==> src/rtl/scl_rate_pkg.sv <==
package scl_rate_pkg;

  // Action applied to the half-period counter in a given cycle.
  typedef enum logic [2:0] {
    ACT_HOLD   = 3'd0,
    ACT_CLEAR  = 3'd1,
    ACT_LOAD   = 3'd2,
    ACT_RELOAD = 3'd3,
    ACT_DEC    = 3'd4
  } cnt_act_e;

endpackage

==> src/rtl/scl_rate_phase.sv <==
module scl_rate_phase (
  input  logic clk,
  input  logic rst_n,
  input  logic enable,
  output logic ce
);

  logic ph_q, ph_d;

  always_comb begin
    ph_d = 1'b0;
    if (enable) ph_d = ~ph_q;
  end

  always_ff @(posedge clk or negedge rst_n) begin
    if (!rst_n) ph_q <= 1'b0;
    else        ph_q <= ph_d;
  end

  assign ce = ph_q;


  ce_alternate_chk: assert property (@(posedge clk) disable iff (!rst_n)
    enable |=> (ce == !$past(ce)));


  ce_idle_chk: assert property (@(posedge clk) disable iff (!rst_n)
    !enable |=> !ce);

endmodule

==> src/rtl/scl_rate_ctrl.sv <==
module scl_rate_ctrl
  import scl_rate_pkg::*;
(
  input  logic     clk,
  input  logic     rst_n,
  input  logic     enable,
  input  logic     load,
  input  logic     ce,
  input  logic     cnt_zero,
  input  logic     scl_in,
  output cnt_act_e act,
  output logic     tick
);

  // spent: the current zero count has already produced its tick
  logic spent_q, spent_d;
  logic tick_q, tick_d;

  always_comb begin
    act     = ACT_HOLD;
    spent_d = spent_q;
    tick_d  = 1'b0;
    if (!enable) begin
      act     = ACT_CLEAR;
      spent_d = 1'b1;
    end else if (load) begin
      act     = ACT_LOAD;
      spent_d = 1'b0;
    end else if (ce) begin
      if (cnt_zero) begin
        tick_d = !spent_q;
        if (scl_in) begin
          act     = ACT_RELOAD;
          spent_d = 1'b0;
        end else begin
          act     = ACT_HOLD;
          spent_d = 1'b1;
        end
      end else begin
        act = ACT_DEC;
      end
    end
  end

  always_ff @(posedge clk or negedge rst_n) begin
    if (!rst_n) begin
      spent_q <= 1'b1;
      tick_q  <= 1'b0;
    end else begin
      spent_q <= spent_d;
      tick_q  <= tick_d;
    end
  end

  assign tick = tick_q;


  tick_single_chk: assert property (@(posedge clk) disable iff (!rst_n)
    tick |=> !tick);


  tick_disabled_chk: assert property (@(posedge clk) disable iff (!rst_n)
    !enable |=> !tick);


  tick_from_zero_chk: assert property (@(posedge clk) disable iff (!rst_n)
    (enable && !load && ce && cnt_zero && !scl_in) |=> cnt_zero);

endmodule

==> src/rtl/scl_rate_counter.sv <==
module scl_rate_counter
  import scl_rate_pkg::*;
#(
  parameter int RELOAD_W = 7
) (
  input  logic                clk,
  input  logic                rst_n,
  input  cnt_act_e            act,
  input  logic [RELOAD_W-1:0] reload_val,
  output logic                cnt_zero
);

  localparam logic [RELOAD_W-1:0] CNT_ZERO = '0;
  localparam logic [RELOAD_W-1:0] CNT_ONE  = {{(RELOAD_W-1){1'b0}}, 1'b1};

  logic [RELOAD_W-1:0] cnt_q, cnt_d;

  always_comb begin
    cnt_d = cnt_q;
    unique case (act)
      ACT_CLEAR:            cnt_d = CNT_ZERO;
      ACT_LOAD, ACT_RELOAD: cnt_d = reload_val;
      ACT_DEC:              cnt_d = cnt_q - CNT_ONE;
      default:              cnt_d = cnt_q;
    endcase
  end

  always_ff @(posedge clk or negedge rst_n) begin
    if (!rst_n) cnt_q <= CNT_ZERO;
    else        cnt_q <= cnt_d;
  end

  assign cnt_zero = (cnt_q == CNT_ZERO);


  no_wrap_chk: assert property (@(posedge clk) disable iff (!rst_n)
    (act == ACT_DEC) |-> !cnt_zero);


  step_size_chk: assert property (@(posedge clk) disable iff (!rst_n)
    (act == ACT_DEC) |=> (cnt_q == $past(cnt_q) - CNT_ONE));


  load_value_chk: assert property (@(posedge clk) disable iff (!rst_n)
    (act == ACT_LOAD) |=> (cnt_q == $past(reload_val)));


  clear_chk: assert property (@(posedge clk) disable iff (!rst_n)
    (act == ACT_CLEAR) |=> cnt_zero);

endmodule

==> src/rtl/scl_rate_gen.sv <==
module scl_rate_gen
  import scl_rate_pkg::*;
#(
  parameter int RELOAD_W   = 7,
  parameter int SYNC_STAGES = 2
) (
  input  logic                clk,
  input  logic                rst_n,
  input  logic                enable,
  input  logic [RELOAD_W-1:0] reload_val,
  input  logic                load,
  input  logic                scl_in,
  output logic                tick
);

  localparam int SYNC_LAST = SYNC_STAGES - 1;

  // Reset: asserted asynchronously, released through a flop chain.
  logic [SYNC_LAST:0] rst_sync_q;
  logic               rst_core_n;

  generate
    for (genvar s = 0; s < SYNC_STAGES; s++) begin : g_rst_sync
      always_ff @(posedge clk or negedge rst_n) begin
        if (!rst_n) rst_sync_q[s] <= 1'b0;
        else if (s == 0) rst_sync_q[s] <= 1'b1;
        else rst_sync_q[s] <= rst_sync_q[(s == 0) ? 0 : s-1];
      end
    end
  endgenerate

  assign rst_core_n = rst_sync_q[SYNC_LAST];

  logic     ce;
  logic     cnt_zero;
  cnt_act_e act;

  scl_rate_phase u_phase (
    .clk    (clk),
    .rst_n  (rst_core_n),
    .enable (enable),
    .ce     (ce)
  );

  scl_rate_ctrl u_ctrl (
    .clk      (clk),
    .rst_n    (rst_core_n),
    .enable   (enable),
    .load     (load),
    .ce       (ce),
    .cnt_zero (cnt_zero),
    .scl_in   (scl_in),
    .act      (act),
    .tick     (tick)
  );

  scl_rate_counter #(
    .RELOAD_W (RELOAD_W)
  ) u_counter (
    .clk        (clk),
    .rst_n      (rst_core_n),
    .act        (act),
    .reload_val (reload_val),
    .cnt_zero   (cnt_zero)
  );


  reset_quiet_chk: assert property (@(posedge clk) !rst_core_n |-> !tick);

endmodule

==> config.mk <==
export PLATFORM = sky130hd
export DESIGN_NAME = scl_rate_gen
export DESIGN_NICKNAME = d
export VERILOG_FILES = /design/src/rtl/scl_rate_pkg.sv /design/src/rtl/scl_rate_phase.sv /design/src/rtl/scl_rate_ctrl.sv /design/src/rtl/scl_rate_counter.sv /design/src/rtl/scl_rate_gen.sv
export SDC_FILE = /design/constraint.sdc
export NUM_CORES = 1
export LEC_CHECK = 0
export BUFFER_PORTS_ARGS = -buffer_cell sky130_fd_sc_hd__buf_2
export CAP_MARGIN = 20
export CORE_MARGIN = 2
export CORE_UTILIZATION = 40
export CTS_CLUSTER_DIAMETER = 50
export DETAILED_ROUTE_END_ITERATION = 12
export GPL_TIMING_DRIVEN = 0
export SYNTH_ARGS = -nofsm -noshare
export SYNTH_HDL_FRONTEND = slang
export SYNTH_SLANG_ARGS = --single-unit
==> constraint.sdc <==
create_clock -name clk -period 0.8 [get_ports clk]
set_input_delay 0.08 -clock clk [delete_from_list [all_inputs] [get_ports clk]]
set_output_delay 0.08 -clock clk [all_outputs]
set_load 0.05 [all_outputs]
Word-level counts from Yosys, hierarchy flattened:

Cells that the tools add are included.

* add/subtract/negate cells: 1
* equality and inequality tests: 6
* muxes and demuxes: 16
* bitwise logic cells: 1
* reductions and logical operators: 5

Operators by type and width (number)
* 7-bit case mux with 3 select lines: 1
* 3-bit 2-to-1 mux: 4
* 1-bit 2-to-1 mux: 10
* 7-bit zero test: 1
* 7-bit by 1-bit subtractor with 7-bit output (second input constant): 1
* 3-bit by 2-bit == test with 1-bit output (second input constant): 2
* 3-bit by 1-bit != test with 1-bit output (second input constant): 2
* 3-bit by 1-bit == test with 1-bit output (second input constant): 1
* 3-bit == test (second input constant): 1
* 3-bit nonzero test: 1
* 2-bit 2-to-1 mux: 1
* 2-bit AND reduction: 1
* 2-bit OR reduction: 1
* 1-bit zero test: 1
* 1-bit NOT: 1

* flip-flop bits (word level): 12
* input bits: 12
* output and inout bits: 1
* word-level logic and storage cells: 35

Depth between registers and ports, before layout:

Gate-level depths: netlist of the first run.

* word-level depth: 8
* depth in mapped cells: 6
* depth with buffers taken out: 6

Modules after synthesis:

From an unflattened synthesis of the first run, not the netlist that was laid out.

* cell total of the unflattened synthesis: 73
* area, all modules: 737.0 um^2

Modules (own cells, without submodules)
* scl_rate_counter: times used 1, cells an instance 56, area an instance 531.8 um^2, seq. area each 175.2 um^2
* scl_rate_ctrl: times used 1, cells an instance 12, area an instance 112.6 um^2, seq. area each 51.3 um^2
* scl_rate_gen: times used 1, cells an instance 3, area an instance 53.8 um^2, seq. area each 50.0 um^2
* scl_rate_phase: times used 1, cells an instance 2, area an instance 38.8 um^2, seq. area each 25.0 um^2

Worst setup path after synthesis of the first run:

Ideal clock, no wire load.

* path type: flip-flop to flip-flop
* start: register u_counter.cnt_q[0]
* end: register u_counter.cnt_q[0]
* library setup time: 126 ps
* data arrival time: 1497 ps
* required time: 674 ps
* slack: -823 ps
* stages on the path, launching flop included: 7
* buffers on the path: 0
* clock period less this slack: 1623 ps
* cell sequence: dfrtp_1 > inv_1 > ha_1 > and4bb_2 > a31oi_4 > nor2b_2 > a221o_2

* word-level cells in the longest chain between the ends: 8
* elaborated cells on any way between the ends: 13
* classes of those cells: add/sub: 1; eq/ne: 4; mux: 5; reduce/logical: 3

Ends and longest elaborated chain
* from (decl): RTL line scl_rate_counter.sv:16 `logic [RELOAD_W-1:0] cnt_q, cnt_d;`
* from (signal assigned): RTL line scl_rate_counter.sv:30 `else cnt_q <= cnt_d;`
* 7-bit zero test: RTL line scl_rate_counter.sv:33 `assign cnt_zero = (cnt_q == CNT_ZERO);`
* 3-bit 2-to-1 mux: RTL line scl_rate_ctrl.sv:30 `if (cnt_zero) begin`
* 3-bit 2-to-1 mux: RTL line scl_rate_ctrl.sv:29 `end else if (ce) begin`
* 3-bit 2-to-1 mux: RTL line scl_rate_ctrl.sv:26 `end else if (load) begin`
* 3-bit 2-to-1 mux: RTL line scl_rate_ctrl.sv:23 `if (!enable) begin`
* 3-bit by 2-bit == test with 1-bit output: RTL line scl_rate_counter.sv:20 `unique case (act)`
* 2-bit OR reduction: RTL line scl_rate_counter.sv:20
* 7-bit case mux with 3 select lines or 3-bit nonzero test (tied branches)

Parallel ways exist; a longest one is shown, timed or not.
A chain may end at the register's enable or synchronous reset.

Final worst setup path of the first run:

* start: register u_counter.cnt_q[1]
* end: register u_counter.cnt_q[0]

* word-level cells in the longest chain between the ends: 8
* elaborated cells on any way between the ends: 12
* classes of those cells: eq/ne: 4; mux: 5; reduce/logical: 3

Ends and longest elaborated chain (RTL line)
* 7-bit zero test (*): scl_rate_counter.sv:33
* 3-bit 2-to-1 mux (*): scl_rate_ctrl.sv:30
* 3-bit 2-to-1 mux (*): scl_rate_ctrl.sv:29
* 3-bit 2-to-1 mux (*): scl_rate_ctrl.sv:26
* 3-bit 2-to-1 mux (*): scl_rate_ctrl.sv:23
* 3-bit by 2-bit == test with 1-bit output: scl_rate_counter.sv:20
* 2-bit OR reduction: scl_rate_counter.sv:20
* 7-bit case mux with 3 select lines or 3-bit nonzero test (tied branches)

Every way passes the cells marked *; elsewhere a longest branch is shown, timed or not.

==> results of run 1 <==
==> logic make-up (layout without fill, tap and decap cells) <==
logic type	after synthesis	count (layout)	synth area share, %
other	1	1	0.585
adder cells (fa/ha/maj)	1	1	1.95
flip-flops	12	12	47.1
AND/OR/NAND/NOR	24	24	24.4
multiplexers	1	1	1.56
AO/OA/AOI/OAI	16	16	21.3
buffers and inverters	5	33	3.12
==> final timing paths <==
check                                               startpoint                             end  cells past startpoint
worst max register to register  u_counter.cnt_q[1]$_DFFE_PN0P_  u_counter.cnt_q[0]$_DFFE_PN0P_                      6
worst min register to register            rst_core_n$_DFF_PN0_  u_counter.cnt_q[6]$_DFFE_PN0P_                      0
worst max-delay path            u_counter.cnt_q[1]$_DFFE_PN0P_  u_counter.cnt_q[0]$_DFFE_PN0P_                      6
min in group asynchronous                                rst_n            rst_core_n$_DFF_PN0_                      2
max in group asynchronous                 rst_core_n$_DFF_PN0_      u_ctrl.spent_q$_DFFE_PN1P_                      0
worst min-delay path                             reload_val[4]  u_counter.cnt_q[4]$_DFFE_PN0P_                      2
==> routing by layer <==
metal / track usage [%] / up-vias
li1: - / 282
met1: 18.8 / 271
met2: 26.5 / 13
met3: 7.35 / 2
met4: 5.45 / 0
met5: 0 / -
==> registers in the layout, indices dropped and copies added (netlist names) <==
register         flops
u_ctrl.tick          1
rst_core_n           1
rst_sync_q           1
u_ctrl.spent_q       1
u_phase.ce           1
u_counter.cnt_q      7
==> metrics by stage <==
step           setup TNS, ns  hold slack, ns  cell area, um^2
2_1_floorplan          -5.34          -0.216              648
3_3_place_gp           -6.21          -0.135              728
3_5_place_dp           -6.30          -0.134              728
4_1_cts                -6.27         0.00447              823
5_1_grt                -6.94          0.0114              896
6_report               -6.29         0.00583              896
==> cell type report <==
| type | instances | area (um^2) | area share [%] |
|---|---|---|---|
| clock buffers | 4 | 26.3 | 2.93 |
| multi-input cells | 43 | 358 | 39.9 |
| well taps | 16 | 20.0 | 2.23 |
| plain buffers | 1 | 5.00 | 0.559 |
| inverters | 4 | 15.0 | 1.68 |
| flip-flops and latches | 12 | 305 | 34.1 |
| repair buffers | 24 | 166 | 18.6 |
==> what timing repair did <==
item | in CTS | in global routing
gates resized for setup | 3 | 9
pin swaps | 4 | 7
setup endpoints to repair | 10 | 10
endpoints found under the hold margin | 4 | 0
buffers inserted | 3 | 5
hold buffers | 4 | 0
==> cells in the final DEF, fill, tap and decap left out, types with 2 or more instances in the layout <==
cell type | netlist | final
dlygate4sd3_1 | 0 | 4
nor2_1 | 4 | 4
buf_4 | 0 | 8
dfrtp_2 | 0 | 3
dfrtp_1 | 11 | 8
a221o_1 | 2 | 2
a21oi_1 | 5 | 4
nand2_1 | 4 | 3
nor3_1 | 4 | 3
buf_2 | 0 | 11
inv_1 | 4 | 4
clkbuf_4 | 0 | 3
==> power groups by stage <==
stage	registers (W)	clock network, W	logic [W]
3_5_place_dp	0.000721	0	0.000280
4_1_cts	0.000709	0.000400	0.000318
3_3_place_gp	0.000720	0	0.000275
6_report	0.000707	0.000381	0.000388
2_1_floorplan	0.000709	0	0.000209
5_1_grt	0.000714	0.000429	0.000425
==> metrics.json, run 1 <==
{
  "synth_cells": 60,
  "clock-sinks": 12,
  "synthMostInstantiatedCell": "dfrtp_1",
  "avgRoutedWirePerCell_um": 13.0,
  "top_cell_type_by_total_area_after_synthesis": "dfrtp_1",
  "syn2layout_area_growth_pct": 39.8,
  "antenna_left": 0,
  "antenna_found_initial": 0,
  "syn_area_per_cell_um2": 10.7,
  "highest_layer": "met4",
  "finalClockSkew_ns": 0.00569,
  "drt_pass1_iterations": 4,
  "synth_fp_nets": 73,
  "syn-cell-area_um2": 641,
  "finalWeightedCongestion": 0.733,
  "placedCellCount": 88,
  "placementRows": 14,
  "status": "finished, violations left",
  "first_global_vias": 518,
  "fin_cells": 104,
  "wirelength_mm": 1.35,
  "crit_family": "compound AO/OA/AOI/OAI gates",
  "netlist-cell-type-count": 32,
  "critPathArrivalTime_ns": 1.73,
  "setup_slack_ns": -0.773,
  "core-area_um2": 1510,
  "worst_path_largest_cell_delay_ns": 0.37,
  "switching_power_w": 0.000421,
  "p_per_area_nw_per_um2": 1650,
  "period_needed_ns": 1.57,
  "power_frac_clock_pct": 25.8,
  "cts_made_buffers": 3,
  "layout_worst_path_cycle_share_pct": 197,
  "drt-vias-per-instance": 5.46,
  "postSynth.topFlopCell": "dfrtp_1",
  "yosys-top-cells-count": "dfrtp_1 (11), a21oi_1 (5)",
  "cts_tree": "built",
  "initial_utilization_pct": 42.5,
  "comb_power_share_pct": 26.3,
  "setup_violations": 10,
  "floorplan.die.width_um": 44.0,
  "detail_route.drc_violations": 0,
  "critical_path_required_ns": 0.96,
  "clk_pin_slew_worst_paths_ns": 0.07,
  "yosys.area.top_type_share_pct": 43.0,
  "synth_enable_flop_cells": 0,
  "worstSetupPathType": "flip-flop to flip-flop",
  "synth_seq_cells": 12,
  "power_frac_seq_pct": 47.9,
  "power.switching_fraction_pct": 28.5,
  "startpoint_type": "flip-flop",
  "power.static_leakage_nw": 0.408,
  "ys_async_sr_fraction_pct": 100,
  "ctsHtreeMaxLevel": 1,
  "worst_skew_pair.late_latency_ns": 0.27,
  "critPathBufInv": 1,
  "final_layout_size_suffix_gt1_share_pct": 48.9,
  "global_route.usage.total_pct": 16.2,
  "place_worst_setup_slack_ns": -0.823,
  "synthTopCellsByArea": "dfrtp_1 (43%), dfstp_2 (4.1%), a21oi_1 (3.9%), a31oi_4 (3.3%), a221o_1 (3.1%)",
  "antennaDiodeCount": 0,
  "peak_supply_drop_v": 0.000994,
  "route.met2.wl_um": 629,
  "final_nets": 102,
  "totalPowerFinal_w": 0.00148,
  "final.fill_count": 133,
  "overflow": 0,
  "floorplan.die.height_um": 44.0,
  "number_of_violations_of_the_max_capacitance_limit": 0,
  "synth-warning-count": 0,
  "crit_fanout": 5,
  "number_of_i_o_port_buffers": 12,
  "dp_hpwl_um": 924,
  "m1WireLength_um": 624,
  "io-pin-count": 13,
  "dr.first_iter.drc_count": 17,
  "routed-wl-met3_um": 87,
  "fin_util_pct": 59.5,
  "synth.yosys.seq_area_share_pct": 47.1,
  "violations": "negative setup slack",
  "hp-class": "input port to flip-flop",
  "clock.fmax_mhz": 636,
  "ff_to_ff_setup_slack_ns": -0.77,
  "cts.path.max_buffers": 2,
  "critical_path.slowest_cell": "dfrtp_1",
  "internal_power_w": 0.00106,
  "vias": 568,
  "hold_viol": 0,
  "floorplan.die_area_um2": 1940,
  "end_kind": "flip-flop",
  "cts-root-buf": "clkbuf_4",
  "global_route_wire_length_before_repair_mm": 2.24,
  "path_cells": "inv_1 > ha_2 > and4bb_2 > a31oi_4 > nor2b_4 > a221o_2",
  "pin_count_of_the_biggest_net_entering_global_routing": 11,
  "unrepaired_setup_endpoints_after_global_routing": "yes",
  "drv_slew": 0
}
Note: power is estimated with default switching activity, not from simulation.
==> run 2, diff against run 1 <==
Settings changed: ABC_AREA set to 1.
==> metrics.json, run 2 <==
{
  "top_cell_type_by_total_area_after_synthesis": "dfrtp_1",
  "io-pin-count": {"value": 13, "change": "unchanged"},
  "synthMostInstantiatedCell": "nand3_1",
  "setup_slack": {"value": -0.631, "unit": "ns", "change": "+0.142 ns"},
  "period_needed": {"value": 1.43, "unit": "ns", "change": "-0.142 ns"},
  "cts.path.max_buffers": {"value": 2, "change": "unchanged"},
  "cts_tree": "built",
  "detail_route.drc_violations": {"value": 0, "change": "unchanged"},
  "synth.yosys.seq_area_share": {"value": 42.7, "unit": "%", "change": "-4.3 points"},
  "ctsHtreeMaxLevel": {"value": 1, "change": "unchanged"},
  "drv_slew": {"value": 0, "change": "unchanged"},
  "initial_utilization": {"value": 41.8, "unit": "%", "change": "-0.75 points"},
  "syn2layout_area_growth_pct": 34.6,
  "unrepaired_setup_endpoints_after_global_routing": "yes",
  "critical_path.slowest_cell": "dfrtp_1",
  "hold_viol": {"value": 0, "change": "unchanged"},
  "critPathBufInv": {"value": 2, "change": "+1"},
  "path_depth": {"value": 8, "change": "+2"},
  "antennaDiodeCount": {"value": 0, "change": "unchanged"},
  "status": "finished, violations left",
  "startpoint_type": "flip-flop",
  "largest-register": "u_counter.cnt_q",
  "yosys-top-cells-count": "nand3_1 (25), nand2_1 (12), dfrtp_1 (11)",
  "rr_startpoint": "u_counter.cnt_q[0]$_DFFE_PN0P_",
  "hp-class": "input port to flip-flop",
  "syn-cell-area": {"value": 706, "unit": "um^2", "change": "+10%"},
  "number_of_i_o_port_buffers": {"value": 12, "change": "unchanged"},
  "crit_fanout": {"value": 7, "change": "+2"},
  "avgRoutedWirePerCell": {"value": 12.4, "unit": "um", "change": "-5.0%"},
  "synth_mux_area_share": {"value": 0, "unit": "%", "change": "-1.6 points"},
  "drt-vias-per-instance": {"value": 5.11, "change": "-6.5%"},
  "yosys.area.top_type_share": {"value": 39.0, "unit": "%", "change": "-4.0 points"},
  "synth_enable_flop_cells": {"value": 0, "change": "unchanged"},
  "antenna_left": {"value": 0, "change": "unchanged"},
  "syn_area_per_cell": {"value": 8.40, "unit": "um^2", "change": "-21%"},
  "final_layout_size_suffix_gt1_share": {"value": 43.4, "unit": "%", "change": "-5.5 points"},
  "synth_seq_cells": {"value": 12, "change": "unchanged"},
  "ys_async_sr_fraction": {"value": 100, "unit": "%", "change": "unchanged"},
  "crit_family": "simple AND/OR/NAND/NOR gates",
  "overflow": {"value": 0, "change": "unchanged"},
  "fraction_of_synthesized_cell_area_in_xor_and_xnor_cells": {"value": 1.24, "unit": "%", "change": "+1.2 points"},
  "global_route_wire_length_before_repair": {"value": 2.62, "unit": "mm", "change": "+17%"},
  "critical_path_required": {"value": 1.02, "unit": "ns", "change": "+0.06 ns"},
  "critPathArrivalTime": {"value": 1.65, "unit": "ns", "change": "-0.08 ns"},
  "final_nets": {"value": 120, "change": "+18%"},
  "synth_top_family_by_area": "simple AND/OR/NAND/NOR gates",
  "mostFrequentLayoutCell": "nand3_1",
  "synth-warning-count": {"value": 0, "change": "unchanged"},
  "setup_tns": {"value": -5.45, "unit": "ns", "change": "+0.837 ns"},
  "floorplan.die.height": {"value": 46, "unit": "um", "change": "+4.5%"},
  "clock.fmax": {"value": 699, "unit": "MHz", "change": "+10%"},
  "slew_headroom_pct": 59.6,
  "finalClockSkew": {"value": 0.00359, "unit": "ns", "change": "-0.00210 ns"},
  "post_synth_fa_ha_maj_area_fraction": {"value": 1.77, "unit": "%", "change": "-0.18 points"},
  "p_per_area": {"value": 1940, "unit": "nW/um^2", "change": "+18%"},
  "power.static_leakage": {"value": 0.459, "unit": "nW", "change": "+12%"},
  "global_route.usage.total": {"value": 17.9, "unit": "%", "change": "+1.7 points"},
  "synth_fp_nets": {"value": 97, "change": "+33%"},
  "synth-compound-area-share": {"value": 8.16, "unit": "%", "change": "-13 points"},
  "worst_slew_pin_slew_ns": 0.606,
  "wirelength": {"value": 1.52, "unit": "mm", "change": "+12%"},
  "reg2reg_to": "u_counter.cnt_q[0]$_DFFE_PN0P_",
  "path_cells": "inv_2 > ha_4 > inv_2 > nor2_4 > nand3_4 > a21oi_4 > nand3_1 > nand3_2",
  "synthTopCellsByArea": "dfrtp_1 (39%), nand3_1 (18%), nand2_1 (6.4%), nand3_4 (5.0%), inv_1 (4.3%)",
  "clk_pin_slew_worst_paths": {"value": 0.09, "unit": "ns", "change": "+0.02 ns"},
  "floorplan.die_area": {"value": 2120, "unit": "um^2", "change": "+9.2%"},
  "floorplan.die.width": {"value": 46, "unit": "um", "change": "+4.5%"},
  "dr.first_iter.drc_count": {"value": 11, "change": "-6"},
  "area_share_of_and_or_nand_nor_cells_after_synthesis": {"value": 39.7, "unit": "%", "change": "+15 points"},
  "worstSetupPathType": "flip-flop to flip-flop",
  "fin_util": {"value": 56.2, "unit": "%", "change": "-3.2 points"},
  "postSynth.topFlopCell": "dfrtp_1",
  "critPathLaunch": "u_counter.cnt_q[0]$_DFFE_PN0P_",
  "netlist-cell-type-count": {"value": 22, "change": "-31%"},
  "end_kind": "flip-flop",
  "number_of_violations_of_the_max_capacitance_limit": {"value": 0, "change": "unchanged"},
  "dp_hpwl": {"value": 1.01, "unit": "mm", "change": "+9.7%"},
  "clock-sinks": {"value": 12, "change": "unchanged"},
  "worst_path_largest_cell_delay": {"value": 0.39, "unit": "ns", "change": "+0.02 ns"},
  "cts-root-buf": "clkbuf_4",
  "layout_worst_path_cycle_share": {"value": 179, "unit": "%", "change": "-18 points"},
  "synth_cells": {"value": 84, "change": "+40%"},
  "vias": {"value": 628, "change": "+11%"},
  "pin_count_of_the_biggest_net_entering_global_routing": {"value": 11, "change": "unchanged"},
  "violations": "negative setup slack",
  "max_ffs_per_register": {"value": 7, "change": "unchanged"},
  "mostFrequentLayoutCells": "nand3_1 (19), nand2_1 (12), buf_2 (11), dfrtp_1 (11)",
  "worst_skew_pair.late_latency": {"value": 0.28, "unit": "ns", "change": "about the same"},
  "core-area": {"value": 1690, "unit": "um^2", "change": "+12%"},
  "reg2reg_depth": {"value": 8, "change": "+2"},
  "crit_end": "u_counter.cnt_q[0]$_DFFE_PN0P_",
  "cts_made_buffers": {"value": 3, "change": "unchanged"},
  "peak_supply_drop": {"value": 0.00102, "unit": "V", "change": "+2.6%"},
  "finalWeightedCongestion": {"value": 0.799, "change": "+9.0%"},
  "antenna_found_initial": {"value": 0, "change": "unchanged"},
  "setup_violations": {"value": 10, "change": "unchanged"},
  "placementRows": {"value": 15, "change": "+1"},
  "critical_path.most_common_cell": "inv_2",
  "ff_to_ff_setup_slack": {"value": -0.63, "unit": "ns", "change": "+0.14 ns"},
  "first_global_vias": {"value": 573, "change": "+11%"},
  "totalPowerFinal": {"value": 0.00184, "unit": "W", "change": "+25%"},
  "drt_pass1_iterations": {"value": 4, "change": "unchanged"}
}
-- run 2: cell types whose count changed in the layout (fill, tap and decap cells not counted), moves of 4 or more --
cell     change
inv_2        +5
nand3_1     +19
buf_4        -5
nand3_2      +6
nand2_1      +9
nor2_2       +4
-- run 2: final cells by class --
cell class,instances,area [um^2]
clock buffer,4,36.3
tap,17,21.3
fill,147,739
multi-input combinational,61,419
timing repair buffer,18,130
sequential,12,302
inverter,11,41.3
-- run 2: kinds of logic after synthesis --
kind of cell,count (synthesis)
other,1
adder cells (fa/ha/maj),1
flip-flops,12
AO/OA/AOI/OAI,6
XOR/XNOR,1
buffers and inverters,11
AND/OR/NAND/NOR,52
-- run 2: worst register-to-register path: stages (launching register included) --
cell and delay [ns]:
dfrtp_1 0.39, inv_2 0.10, ha_4 0.14, inv_2 0.04, nor2_4 0.08, nand3_4 0.13, a21oi_4 0.27, nand3_1 0.13
nand3_2 0.08
-- run 2: worst min path at each step --
stage               cells after the start          start                              to
global route                            3  reload_val[6]  u_counter.cnt_q[6]$_DFFE_PN0P_
global placement                        1          rst_n            rst_core_n$_DFF_PN0_
finish                                  3  reload_val[6]  u_counter.cnt_q[6]$_DFFE_PN0P_
CTS                                     3  reload_val[3]  u_counter.cnt_q[3]$_DFFE_PN0P_
floorplan                               0          rst_n            rst_core_n$_DFF_PN0_
detailed placement                      1          rst_n         rst_sync_q[0]$_DFF_PN0_
-- run 2: timing repair --
item                                    in CTS  in global routing
pin swaps                                    9                  8
resized for setup                            4                  7
hold buffers                                 1                  0
endpoints found under the setup margin      10                 10
endpoints found under the hold margin        2                  0
buffers inserted                             3                  2
-- run 2: stage by stage --
| stage | instances | cell area (um^2) | setup WS (ns) | hold WS, ns |
|---|---|---|---|---|
| 2_1_floorplan | 84 | 723 | -0.496 | -0.216 |
| 3_3_place_gp | 113 | 805 | -0.631 | -0.135 |
| 3_5_place_dp | 113 | 805 | -0.645 | -0.133 |
| 4_1_cts | 121 | 888 | -0.652 | 0.0264 |
| 5_1_grt | 123 | 950 | -0.743 | 0.0136 |
| 6_report | 123 | 950 | -0.631 | 0.0136 |
-- run 2: routing by layer --
metal	vias to the layer above	GRT usage, %	share of wire (%)
li1	323	-	-
met1	290	26.2	47
met2	11	25.3	47
met3	4	2.78	3.9
met4	0	8.57	1.6
met5	-	0	0
-- run 2: report_power, final --
group	internal [W]	switching (W)	leakage [nW]
combinational	0.000264	0.000325	0.286
clock	0.000277	0.000232	0.0210
sequential	0.000673	0.0000713	0.152
==> run 3, diff against run 2 <==
Settings changed: BUFFER_PORTS_ARGS -buffer_cell sky130_fd_sc_hd__buf_2 to -buffer_cell sky130_fd_sc_hd__buf_4.
==> metrics.json, run 3 (synthesized netlist as in run 2, its figures left out) <==
{
  "vias": {"value": 664, "change": "+5.7%"},
  "cts.path.max_buffers": {"value": 2, "change": "unchanged"},
  "area.sequential": {"value": 302, "unit": "um^2", "change": "unchanged"},
  "clock-sinks": {"value": 12, "change": "unchanged"},
  "drt-vias-per-instance": {"value": 5.31, "change": "+4.0%"},
  "postLayoutCellArea": {"value": 986, "unit": "um^2", "change": "+3.8%"},
  "critical_path_required": {"value": 1.03, "unit": "ns", "change": "about the same"},
  "period_needed": {"value": 1.45, "unit": "ns", "change": "+0.0230 ns"},
  "critPathArrivalTime": {"value": 1.68, "unit": "ns", "change": "+0.03 ns"},
  "ctsHtreeMaxLevel": {"value": 1, "change": "unchanged"},
  "worst_skew_pair.late_latency": {"value": 0.29, "unit": "ns", "change": "about the same"},
  "final.fill_count": {"value": 164, "change": "+12%"},
  "global_route.usage.total": {"value": 18.5, "unit": "%", "change": "+0.64 points"},
  "placementRows": {"value": 15, "change": "unchanged"},
  "status": "finished, violations left",
  "floorplan.die.height": {"value": 46, "unit": "um", "change": "unchanged"},
  "worstSetupPathType": "flip-flop to flip-flop",
  "peak_supply_drop": {"value": 0.00112, "unit": "V", "change": "+9.4%"},
  "antenna_found_initial": {"value": 0, "change": "unchanged"},
  "pin_count_of_the_biggest_net_entering_global_routing": {"value": 11, "change": "unchanged"},
  "first_global_vias": {"value": 626, "change": "+9.2%"},
  "power.static_leakage": {"value": 0.490, "unit": "nW", "change": "+6.8%"},
  "finalWeightedCongestion": {"value": 0.782, "change": "-2.2%"},
  "setup_tns": {"value": -5.69, "unit": "ns", "change": "-0.236 ns"},
  "final_nets": {"value": 122, "change": "+1.7%"},
  "syn2layout_area_growth_pct": 39.7,
  "hold_viol": {"value": 0, "change": "unchanged"},
  "layout_worst_path_cycle_share": {"value": 182, "unit": "%", "change": "+2.9 points"},
  "detail_route.drc_violations": {"value": 0, "change": "unchanged"},
  "unrepaired_setup_endpoints_after_global_routing": "yes",
  "hold_path_depth": {"value": 3, "change": "unchanged"},
  "cts_tree": "built",
  "globalRouteMet1Util": {"value": 25.4, "unit": "%", "change": "-0.80 points"},
  "setup_violations": {"value": 10, "change": "unchanged"},
  "gr-usage-met3": {"value": 2.38, "unit": "%", "change": "-0.40 points"},
  "place_area": {"value": 835, "unit": "um^2", "change": "+3.7%"},
  "clock.fmax": {"value": 688, "unit": "MHz", "change": "-1.6%"},
  "global_route_wire_length_before_repair": {"value": 2.71, "unit": "mm", "change": "+3.4%"},
  "drv_slew": {"value": 0, "change": "unchanged"},
  "number_of_violations_of_the_max_capacitance_limit": {"value": 0, "change": "unchanged"},
  "reg2reg_depth": {"value": 8, "change": "unchanged"},
  "finalClockSkew": {"value": 0.00159, "unit": "ns", "change": "-0.00201 ns"},
  "overflow": {"value": 0, "change": "unchanged"},
  "hp-class": "input port to flip-flop",
  "floorplan.die_area": {"value": 2120, "unit": "um^2", "change": "unchanged"},
  "mostFrequentLayoutCells": "nand3_1 (17), buf_4 (17), nand2_1 (12)",
  "io-pin-count": {"value": 13, "change": "unchanged"},
  "antenna_left": {"value": 0, "change": "unchanged"},
  "clk_pin_slew_worst_paths": {"value": 0.08, "unit": "ns", "change": "about the same"},
  "floorplan.die.width": {"value": 46, "unit": "um", "change": "unchanged"},
  "worst_slew_pin_slew": {"value": 0.548, "unit": "ns", "change": "-0.0583 ns"},
  "totalPowerFinal": {"value": 0.00190, "unit": "W", "change": "+3.2%"},
  "cts-root-buf": "clkbuf_4",
  "end_kind": "flip-flop",
  "multiInputGateArea": {"value": 425, "unit": "um^2", "change": "+1.5%"},
  "final_layout_size_suffix_gt1_share": {"value": 45.4, "unit": "%", "change": "+2.0 points"},
  "startpoint_type": "flip-flop",
  "dr.first_iter.drc_count": {"value": 17, "change": "+6"},
  "slew_headroom": {"value": 63.5, "unit": "%", "change": "+3.9 points"},
  "avgRoutedWirePerCell": {"value": 12.9, "unit": "um", "change": "+4.2%"},
  "largest-register": "u_counter.cnt_q",
  "violations": "negative setup slack",
  "max_ffs_per_register": {"value": 7, "change": "unchanged"},
  "initial_utilization": {"value": 41.8, "unit": "%", "change": "unchanged"},
  "global_route.peak_usage_layer": "met2",
  "antennaDiodeCount": {"value": 0, "change": "unchanged"},
  "crit_fanout": {"value": 7, "change": "unchanged"},
  "p_per_area": {"value": 1930, "unit": "nW/um^2", "change": "-0.58%"},
  "place_worst_setup_slack": {"value": -0.678, "unit": "ns", "change": "-0.0323 ns"},
  "globalRouteMet2Util": {"value": 27.8, "unit": "%", "change": "+2.5 points"},
  "drt_pass1_iterations": {"value": 7, "change": "+3"},
  "wirelength": {"value": 1.61, "unit": "mm", "change": "+5.9%"},
  "number_of_i_o_port_buffers": {"value": 12, "change": "unchanged"},
  "dp_hpwl": {"value": 1.11, "unit": "mm", "change": "+9.1%"},
  "cts_made_buffers": {"value": 3, "change": "unchanged"},
  "setup_slack": {"value": -0.654, "unit": "ns", "change": "-0.0230 ns"},
  "core-area": {"value": 1690, "unit": "um^2", "change": "unchanged"}
}
-- run 3: changes by cell type in the layout (fill, tap and decap cells not counted) --
cell and change:
buf_2 -11, nand3_1 -2, a21oi_1 +1, a21oi_2 -1, buf_12 -1, buf_4 +14
nand3_2 +2
-- run 3: where the power goes --
group	internal, W	switching, W	total, W
combinational	0.000296	0.000342	0.000638
sequential	0.000673	0.0000708	0.000744
clock	0.000278	0.000242	0.000520
total	0.00125	0.000655	0.00190
-- run 3: critical path, cell delays in order, from the launching register on --
cell and delay (ns):
dfrtp_1 0.40, inv_2 0.09, ha_4 0.14, inv_2 0.04
nor2_4 0.09, nand3_4 0.13, o21ai_4 0.30, nand3_1 0.12
nand3_1 0.09
-- run 3: area by class of cell --
cell class / instances / area share (%)
tap: 17 / 2.16
timing repair buffer: 20 / 16.2
multi-input combinational: 61 / 43.1
clock buffer: 4 / 3.68
inverter: 11 / 4.19
sequential: 12 / 30.6
-- run 3: stage by stage --
stage / utilization (%) / instances / hold slack [ns]
2_1_floorplan: - / 84 / -0.216
6_report: 58.4 / 125 / 0.00138
3_5_place_dp: 49.4 / 113 / -0.136
3_3_place_gp: 49.4 / 113 / -0.137
4_1_cts: 55.6 / 124 / 0.0303
5_1_grt: 58.4 / 125 / 0.0209
-- run 3: what timing repair did --
action / 4_1_cts / 5_1_grt
endpoints found under the setup margin: 10 / 10
setup buffers: 6 / 1
resized for setup: 3 / 8
hold buffers: 1 / 0
pin swaps: 5 / 10
hold endpoints to repair: 2 / 0
-- run 3: worst paths after layout --
| check | startpoint | end | slack [ns] |
|---|---|---|---|
| hold reg to reg | rst_core_n$_DFF_PN0_ | u_ctrl.tick$_DFF_PN0_ | 0.18 |
| max in group asynchronous | rst_core_n$_DFF_PN0_ | u_ctrl.spent_q$_DFFE_PN1P_ | 0.29 |
| setup reg to reg | u_counter.cnt_q[0]$_DFFE_PN0P_ | u_counter.cnt_q[3]$_DFFE_PN0P_ | -0.65 |
| setup / recovery | u_counter.cnt_q[0]$_DFFE_PN0P_ | u_counter.cnt_q[3]$_DFFE_PN0P_ | -0.65 |
| hold / removal | reload_val[5] | u_counter.cnt_q[5]$_DFFE_PN0P_ | 0.001 |
| min in group asynchronous | rst_n | rst_core_n$_DFF_PN0_ | 0.10 |
-- run 3: routing by layer --
metal	routed length [um]	vias to the layer above	part of all wire, %
met5	0	-	0
met4	41	0	2.5
met3	74	5	4.6
met2	789	18	49
met1	706	310	44
li1	-	331	-
